$ cat src/rtl/frac_baud_pkg.sv
package frac_baud_pkg;
   localparam logic REG_CTRL = 1'b0;
   localparam logic REG_FRAC = 1'b1;
   localparam int   DEF_DATA_W = 8;
   localparam int   DEF_DIV_W  = 4;
   localparam int   DEF_SEL_W  = 2;
   localparam int   DEF_FRAC_W = 4;
endpackage

$ cat src/rtl/frac_baud_regs.sv
module frac_baud_regs
   import frac_baud_pkg::*;
#(
   parameter int DATA_W = DEF_DATA_W,
   parameter int DIV_W  = DEF_DIV_W,
   parameter int SEL_W  = DEF_SEL_W,
   parameter int FRAC_W = DEF_FRAC_W
) (
   input  logic              clk,
   input  logic              rst_n,
   input  logic              wr_en,
   input  logic              wr_addr,
   input  logic [DATA_W-1:0] wr_data,
   input  logic              rd_addr,
   output logic [DATA_W-1:0] rd_data,
   output logic [DIV_W-1:0]  n_code,
   output logic [SEL_W-1:0]  sel,
   output logic              fe,
   output logic [FRAC_W-1:0] k_val
);
   localparam int FE_BIT = DIV_W + SEL_W;

   logic unused_hi;
   assign unused_hi = ^wr_data[DATA_W-1:FE_BIT+1];

   always_ff @(posedge clk or negedge rst_n) begin
      if (!rst_n) begin
         n_code <= '0;
         sel    <= '0;
         fe     <= 1'b0;
         k_val  <= '0;
      end else if (wr_en) begin
         if (wr_addr == REG_CTRL) begin
            {fe, sel, n_code} <= wr_data[FE_BIT:0];
         end else begin
            k_val <= wr_data[FRAC_W-1:0];
         end
      end
   end

   always_comb begin
      rd_data = '0;
      if (rd_addr == REG_CTRL) begin
         rd_data[FE_BIT:0] = {fe, sel, n_code};
      end else begin
         rd_data[FRAC_W-1:0] = k_val;
      end
   end

   // the top control bit is never stored, so it always reads 0
   a_r4_top_bit_zero: assert property (@(posedge clk) disable iff (!rst_n)
      (rd_addr == REG_CTRL) |-> (rd_data[DATA_W-1] == 1'b0));
   // bits above K always read 0
   a_r5_frac_upper_zero: assert property (@(posedge clk) disable iff (!rst_n)
      (rd_addr == REG_FRAC) |-> (rd_data[DATA_W-1:FRAC_W] == '0));
   // register contents change only on a write
   a_r4_hold_without_write: assert property (@(posedge clk) disable iff (!rst_n)
      !wr_en |=> ($stable(n_code) && $stable(sel) && $stable(fe) && $stable(k_val)));
endmodule

$ cat src/rtl/frac_baud_cfg.sv
module frac_baud_cfg
   import frac_baud_pkg::*;
#(
   parameter int DIV_W  = DEF_DIV_W,
   parameter int FRAC_W = DEF_FRAC_W
) (
   input  logic              clk,
   input  logic              rst_n,
   input  logic [DIV_W-1:0]  n_code,
   input  logic              fe,
   input  logic [FRAC_W-1:0] k_val,
   input  logic              uart_mode,
   output logic              frac_use,
   output logic              cfg_err
);
   localparam logic [DIV_W-1:0] DIV_ONE = DIV_W'(1);

   logic n_is_one;
   logic k_zero;
   logic bad_cfg;

   assign n_is_one = (n_code == DIV_ONE);
   assign k_zero   = (k_val == '0);
   assign bad_cfg  = (n_is_one && (!uart_mode || fe)) || (fe && k_zero);
   assign frac_use = fe && !k_zero && !n_is_one;

   always_ff @(posedge clk or negedge rst_n) begin
      if (!rst_n) begin
         cfg_err <= 1'b0;
      end else if (bad_cfg) begin
         cfg_err <= 1'b1;
      end
   end

   // once raised, the flag stays set until reset
   a_r9_err_sticky: assert property (@(posedge clk) disable iff (!rst_n)
      cfg_err |=> cfg_err);
   // a setting that is not supported raises the flag on the next clock
   a_r9_err_raised: assert property (@(posedge clk) disable iff (!rst_n)
      (fe && k_zero) |=> cfg_err);
endmodule

$ cat src/rtl/frac_baud_core.sv
module frac_baud_core
   import frac_baud_pkg::*;
#(
   parameter int DIV_W   = DEF_DIV_W,
   parameter int FRAC_W  = DEF_FRAC_W,
   parameter bit FRAC_EN = 1'b1
) (
   input  logic              clk,
   input  logic              rst_n,
   input  logic              te_in,
   input  logic              restart,
   input  logic [DIV_W-1:0]  n_code,
   input  logic              frac_use,
   input  logic [FRAC_W-1:0] k_val,
   output logic              baud_tick
);
   localparam int             CW     = DIV_W + 1;
   localparam logic [CW-1:0]  FULL   = CW'(2 ** DIV_W);
   localparam logic [CW-1:0]  ONE_C  = CW'(1);

   logic [CW-1:0] cnt;
   logic [CW-1:0] len_base;
   logic [CW-1:0] len;
   logic          pend;
   logic          extra;
   logic          period_end;

   assign len_base   = (n_code == '0) ? FULL : {1'b0, n_code};
   assign len        = len_base + CW'(extra);
   assign period_end = te_in && !pend && (cnt == (len - ONE_C));

   generate
      if (FRAC_EN) begin : g_frac
         logic [FRAC_W-1:0] acc;
         logic [FRAC_W-1:0] step;
         logic [FRAC_W-1:0] sum;
         logic              carry;

         assign step         = ~k_val + FRAC_W'(1);
         assign {carry, sum} = {1'b0, acc} + {1'b0, step};
         assign extra        = frac_use & carry;

         always_ff @(posedge clk or negedge rst_n) begin
            if (!rst_n) begin
               acc <= '0;
            end else if (te_in && pend) begin
               acc <= '0;
            end else if (period_end && frac_use) begin
               acc <= sum;
            end
         end

         // the accumulator never moves while fractional mode is off
         a_r3_acc_idle: assert property (@(posedge clk) disable iff (!rst_n)
            (!frac_use && !(te_in && pend)) |=> $stable(acc));
      end else begin : g_int
         logic unused_frac;
         assign unused_frac = frac_use ^ (^k_val);
         assign extra       = 1'b0;
      end
   endgenerate

   always_ff @(posedge clk or negedge rst_n) begin
      if (!rst_n) begin
         cnt       <= '0;
         pend      <= 1'b0;
         baud_tick <= 1'b0;
      end else begin
         baud_tick <= period_end;
         pend      <= restart | (pend & ~te_in);
         if (te_in) begin
            if (pend || period_end) begin
               cnt <= '0;
            end else begin
               cnt <= cnt + ONE_C;
            end
         end
      end
   end

   // every strobe follows a sampled enable
   a_r10_tick_after_en: assert property (@(posedge clk) disable iff (!rst_n)
      baud_tick |-> $past(te_in));
   // the enable that performs a restart never yields a strobe
   a_r7_restart_quiet: assert property (@(posedge clk) disable iff (!rst_n)
      (te_in && pend) |=> !baud_tick);
   // while no restart is pending, the count stays inside the period
   a_r2_cnt_bound: assert property (@(posedge clk) disable iff (!rst_n)
      !pend |-> (cnt < len));
endmodule

$ cat src/rtl/frac_baud_gen.sv
module frac_baud_gen
   import frac_baud_pkg::*;
#(
   parameter int DATA_W  = DEF_DATA_W,
   parameter int DIV_W   = DEF_DIV_W,
   parameter int SEL_W   = DEF_SEL_W,
   parameter int FRAC_W  = DEF_FRAC_W,
   parameter bit FRAC_EN = 1'b1,
   localparam int NCLK   = 2 ** SEL_W
) (
   input  logic              clk,
   input  logic              rst_n,
   input  logic              wr_en,
   input  logic              wr_addr,
   input  logic [DATA_W-1:0] wr_data,
   input  logic              rd_addr,
   output logic [DATA_W-1:0] rd_data,
   input  logic [NCLK-1:0]   clk_en,
   input  logic              uart_mode,
   output logic              baud_tick,
   output logic              cfg_err
);
   if (DATA_W < DIV_W + SEL_W + 1) begin : g_bad_data_w
      $error("DATA_W too small for control fields");
   end
   if (FRAC_W > DATA_W || FRAC_W < 1) begin : g_bad_frac_w
      $error("FRAC_W out of range");
   end
   if (DIV_W < 2) begin : g_bad_div_w
      $error("DIV_W must be at least 2");
   end

   logic [DIV_W-1:0]  n_code;
   logic [SEL_W-1:0]  sel;
   logic              fe;
   logic [FRAC_W-1:0] k_val;
   logic              frac_use;
   logic              te_sel;

   assign te_sel = clk_en[sel];

   frac_baud_regs #(
      .DATA_W(DATA_W), .DIV_W(DIV_W), .SEL_W(SEL_W), .FRAC_W(FRAC_W)
   ) u_regs (
      .clk(clk), .rst_n(rst_n), .wr_en(wr_en), .wr_addr(wr_addr),
      .wr_data(wr_data), .rd_addr(rd_addr), .rd_data(rd_data),
      .n_code(n_code), .sel(sel), .fe(fe), .k_val(k_val)
   );

   frac_baud_cfg #(
      .DIV_W(DIV_W), .FRAC_W(FRAC_W)
   ) u_cfg (
      .clk(clk), .rst_n(rst_n), .n_code(n_code), .fe(fe), .k_val(k_val),
      .uart_mode(uart_mode), .frac_use(frac_use), .cfg_err(cfg_err)
   );

   frac_baud_core #(
      .DIV_W(DIV_W), .FRAC_W(FRAC_W), .FRAC_EN(FRAC_EN)
   ) u_core (
      .clk(clk), .rst_n(rst_n), .te_in(te_sel), .restart(wr_en),
      .n_code(n_code), .frac_use(frac_use), .k_val(k_val),
      .baud_tick(baud_tick)
   );

   // the strobe lasts one clock unless the selected enable repeats
   a_r10_single_cycle: assert property (@(posedge clk) disable iff (!rst_n)
      (baud_tick && !te_sel) |=> !baud_tick);
   // the first clock after reset release shows no strobe and no error
   a_r6_reset_quiet: assert property (@(posedge clk)
      !rst_n |=> (!baud_tick && !cfg_err));
endmodule

$ cat config.mk
export PLATFORM = sky130hd
export DESIGN_NAME = frac_baud_gen
export DESIGN_NICKNAME = d
export VERILOG_FILES = /design/src/rtl/frac_baud_pkg.sv /design/src/rtl/frac_baud_regs.sv /design/src/rtl/frac_baud_cfg.sv /design/src/rtl/frac_baud_core.sv /design/src/rtl/frac_baud_gen.sv
export SDC_FILE = /design/constraint.sdc
export NUM_CORES = 1
export LEC_CHECK = 0
export ABC_AREA = 1
export CAP_MARGIN = 20
export CORE_MARGIN = 2
export CORE_UTILIZATION = 30
export DETAILED_ROUTE_END_ITERATION = 12
export DONT_BUFFER_PORTS = 1
export MAX_ROUTING_LAYER = met4
export PLACE_DENSITY = 0.44
export SYNTH_ARGS = -nofsm -noshare
export SYNTH_HDL_FRONTEND = slang
export SYNTH_SLANG_ARGS = --single-unit
$ cat constraint.sdc
create_clock -name clk -period 7.8 [get_ports clk]
set_input_delay 1.17 -clock clk [delete_from_list [all_inputs] [get_ports clk]]
set_output_delay 1.17 -clock clk [all_outputs]
set_load 0.01 [all_outputs]
==> impl_metrics.csv <==
group,metric,value,unit
floorplan,die_h,77.4,um
timing,setup_violations,0,
timing,fin_crit,3090,ps
clocking,cts_root_buf,"clkbuf_8",
logic_synthesis,synthCells,227,
detailed_routing,vias_per_cell,4.46,
floorplan,ioPinCount,28,
outcome,status,"complete, no violations",
finish,final_cell_count_no_fill,298,
placement,hpwl,2.83,mm
logic_synthesis,synth_top_cell_by_area,"dfrtp_1",
detailed_routing,drcViolationCount,0,
detailed_routing,ant_nets,0,
hold_path,hold_class,"register to register",
floorplan,dieArea,5990,um^2
clocking,cts-resized-gates,0,
finish,fin_nets,256,
finish,area_delta_synth_final,7.28,%
detailed_routing,num_vias,1329,
power,p_leak,0.860,nW
logic_synthesis,syn-cell-area,1620,um^2
logic_synthesis,synth_nets,254,
global_routing,antenna_found_initial,0,
global_routing,grt_pass1_vias,1228,
detailed_routing,drt_iter0_markers,37,
global_routing,grt_pass1_wl,6.00,mm
placement,port_buffers,0,
logic_synthesis,ys_types,27,
timing,finalSetupTns,0,ps
logic_synthesis,ys_seq_area_share,35.6,%
finish,diodes,0,
clocking,cts-buffers-inserted,3,
timing,fmax,324,MHz
global_routing,grt_overflow,0,
timing,final_hold_viol_count,0,
placement,place.gp.congestion,0.699,
worst_setup_path,reg2reg_depth,18,
worst_setup_path,worstPathRequired,7960,ps
timing,rsz0062_at_grt,"false",
timing,finClkSkew,3.60,ps
logic_synthesis,ys_warn_count,0,
floorplan,rows,26,
global_routing,grt_start_max_net_pins,24,
job,drv_cap,0,
worst_setup_path,worstSetupStartpointType,"register",
finish,fill_cells,607,
clocking,cts_setup_buffers,0,
logic_synthesis,ys_ff_latch,23,
detailed_routing,wl,3.59,mm
power,finalPower,0.322,mW
timing,slew_violations,0,
logic_synthesis,syn_avg_cell_area,7.12,um^2
global_routing,grt_usage,13.0,%
detailed_routing,drtPass1Iterations,4,
detailed_routing,wl_per_cell,12.0,um
worst_setup_path,cp_max_fo,4,
clocking,clk_path_buf_depth,2,
placement,dpl_worst_slack,4690,ps
hold_path,holdPathStages,2,
clocking,clk-insertion-delay-late,270,ps
clocking,cts-htree-levels,1,
worst_setup_path,worstPathArrival,3250,ps
logic_synthesis,yosys-top-cells-area,"dfrtp_1, nand2_1, ha_1",
power,p_per_area,186,nW/um^2
floorplan,start_util,31.4,%
finish,seq_area,576,um^2
finish,multi_input_area,912,um^2
timing,timing.final.ws_setup,4710,ps
clocking,cts_tree,"yes",
finish,drive_gt1_share,11.8,%
worst_setup_path,cp-end-kind,"register",
worst_setup_path,critPathKind,"register to register",
placement,dp.cells,294,
floorplan,fp.coreArea,5140,um^2
power,ir_drop,0.0785,mV
floorplan,die_width,77.4,um
clocking,clock_sinks,23,
logic_synthesis,synth_top_cell_area_share,35.6,%
timing,fin_crit_sh,39.6,%
clocking,hold_buffers,0,
clocking,clkSlewWorstSetupHoldPaths,90,ps
## through the flow
stage / hold WS (ps) / util (%) / area (um^2)
4_1_cts: 519 / 33.7 / 1730
6_report: 519 / 33.7 / 1730
3_3_place_gp: 493 / 32.8 / 1690
2_1_floorplan: 473 / - / 1620
5_1_grt: 542 / 33.7 / 1730
3_5_place_dp: 498 / 32.8 / 1690
## routing by layer
| metal | up-vias | track usage (%) | share of wire [%] |
|---|---|---|---|
| met5 | - | - | 0 |
| met4 | 0 | 3.21 | 0.53 |
| met3 | 2 | 2.21 | 3.2 |
| met2 | 21 | 19.6 | 45 |
| met1 | 586 | 18.4 | 51 |
| li1 | 720 | - | - |
## sequential cells by signal, summed over array words and instances (netlist names)
name	cells
u_core.pend	1
u_cfg.cfg_err	1
u_regs.k_val	4
u_regs.fe	1
u_core.cnt	5
u_core.g_frac.acc	4
u_regs.n_code	4
u_regs.sel	2
u_core.baud_tick	1
## cells in the mapped netlist (all sizes together)
cell / number
o21bai: 1
clkbuf: 2
nor3: 1
xnor2: 2
inv: 30
nand4: 4
nand2: 83
ha: 8
nand3: 18
dfrtp: 23
o21ai: 16
xor2: 4
nor2: 23
a221o: 1
o21a: 1
buf: 1
conb: 1
fa: 1
a21oi: 7
## worst max-delay path, stage by stage (launching register included)
cell and delay, ps:
dfrtp_1 410, inv_1 80, ha_1 320, inv_1 70, fa_1 430, nor2_1 120, nor2_1 40, nor2_1 70
o21ai_0 80, ha_1 260, ha_1 320, nand2_1 100, nand3_1 80, nor2_1 110, nand2_2 70, nor2_2 150
nand3_2 120, nand3_1 100, nand2_1 60
## kinds of logic (layout without fill, tap and decap cells)
family,Yosys count,count (layout),share of synthesized area (%)
adder cells (fa/ha/maj),9,9,7.44
flip-flops,23,23,35.6
XOR/XNOR,6,6,3.25
AO/OA/AOI/OAI,26,26,9.37
other,1,1,0.232
AND/OR/NAND/NOR,129,129,36.2
buffers and inverters,33,34,7.90
## cell type report
class | count | area share (%)
Inverter | 30 | 6.50
Multi-Input combinational cell | 171 | 52.6
Tap cell | 70 | 5.05
Clock buffer | 4 | 2.60
Sequential cell | 23 | 33.2
## path summary, 6_finish.rpt
| path | from | endpoint | slack [ps] |
|---|---|---|---|
| setup / recovery | u_regs.k_val[0] | u_core.g_frac.acc[3] | 4710 |
| hold / removal | u_core.g_frac.acc[0] | u_core.g_frac.acc[0] | 520 |
| setup reg to reg | u_regs.k_val[0] | u_core.g_frac.acc[3] | 4710 |
| hold reg to reg | u_core.g_frac.acc[0] | u_core.g_frac.acc[0] | 520 |
| max in group asynchronous | rst_n | u_core.g_frac.acc[1] | 7140 |
| min in group asynchronous | rst_n | u_regs.sel[0] | 590 |
## cells in the final DEF (no fill, tap or decap), types with 2 or more instances in the layout
| master | n |
|---|---|
| nor2_2 | 3 |
| inv_1 | 24 |
| clkbuf_8 | 3 |
| dfrtp_1 | 23 |
| nand2_4 | 2 |
| a21oi_1 | 4 |
| o21ai_0 | 14 |
| inv_2 | 6 |
| nand2_1 | 75 |
| nand3_2 | 2 |
| xnor2_1 | 2 |
| a21oi_2 | 3 |
| ha_1 | 8 |
| xor2_1 | 4 |
| nor2_1 | 19 |
| nand4_1 | 4 |
| nand3_1 | 16 |
| o21ai_1 | 2 |
| nand2_2 | 6 |
## where the power goes
part           internal (mW)  switching, mW
combinational         0.0356         0.0661
clock                 0.0365         0.0410
sequential             0.130         0.0132
total                  0.202          0.120
(Power assumes the default switching activity.)
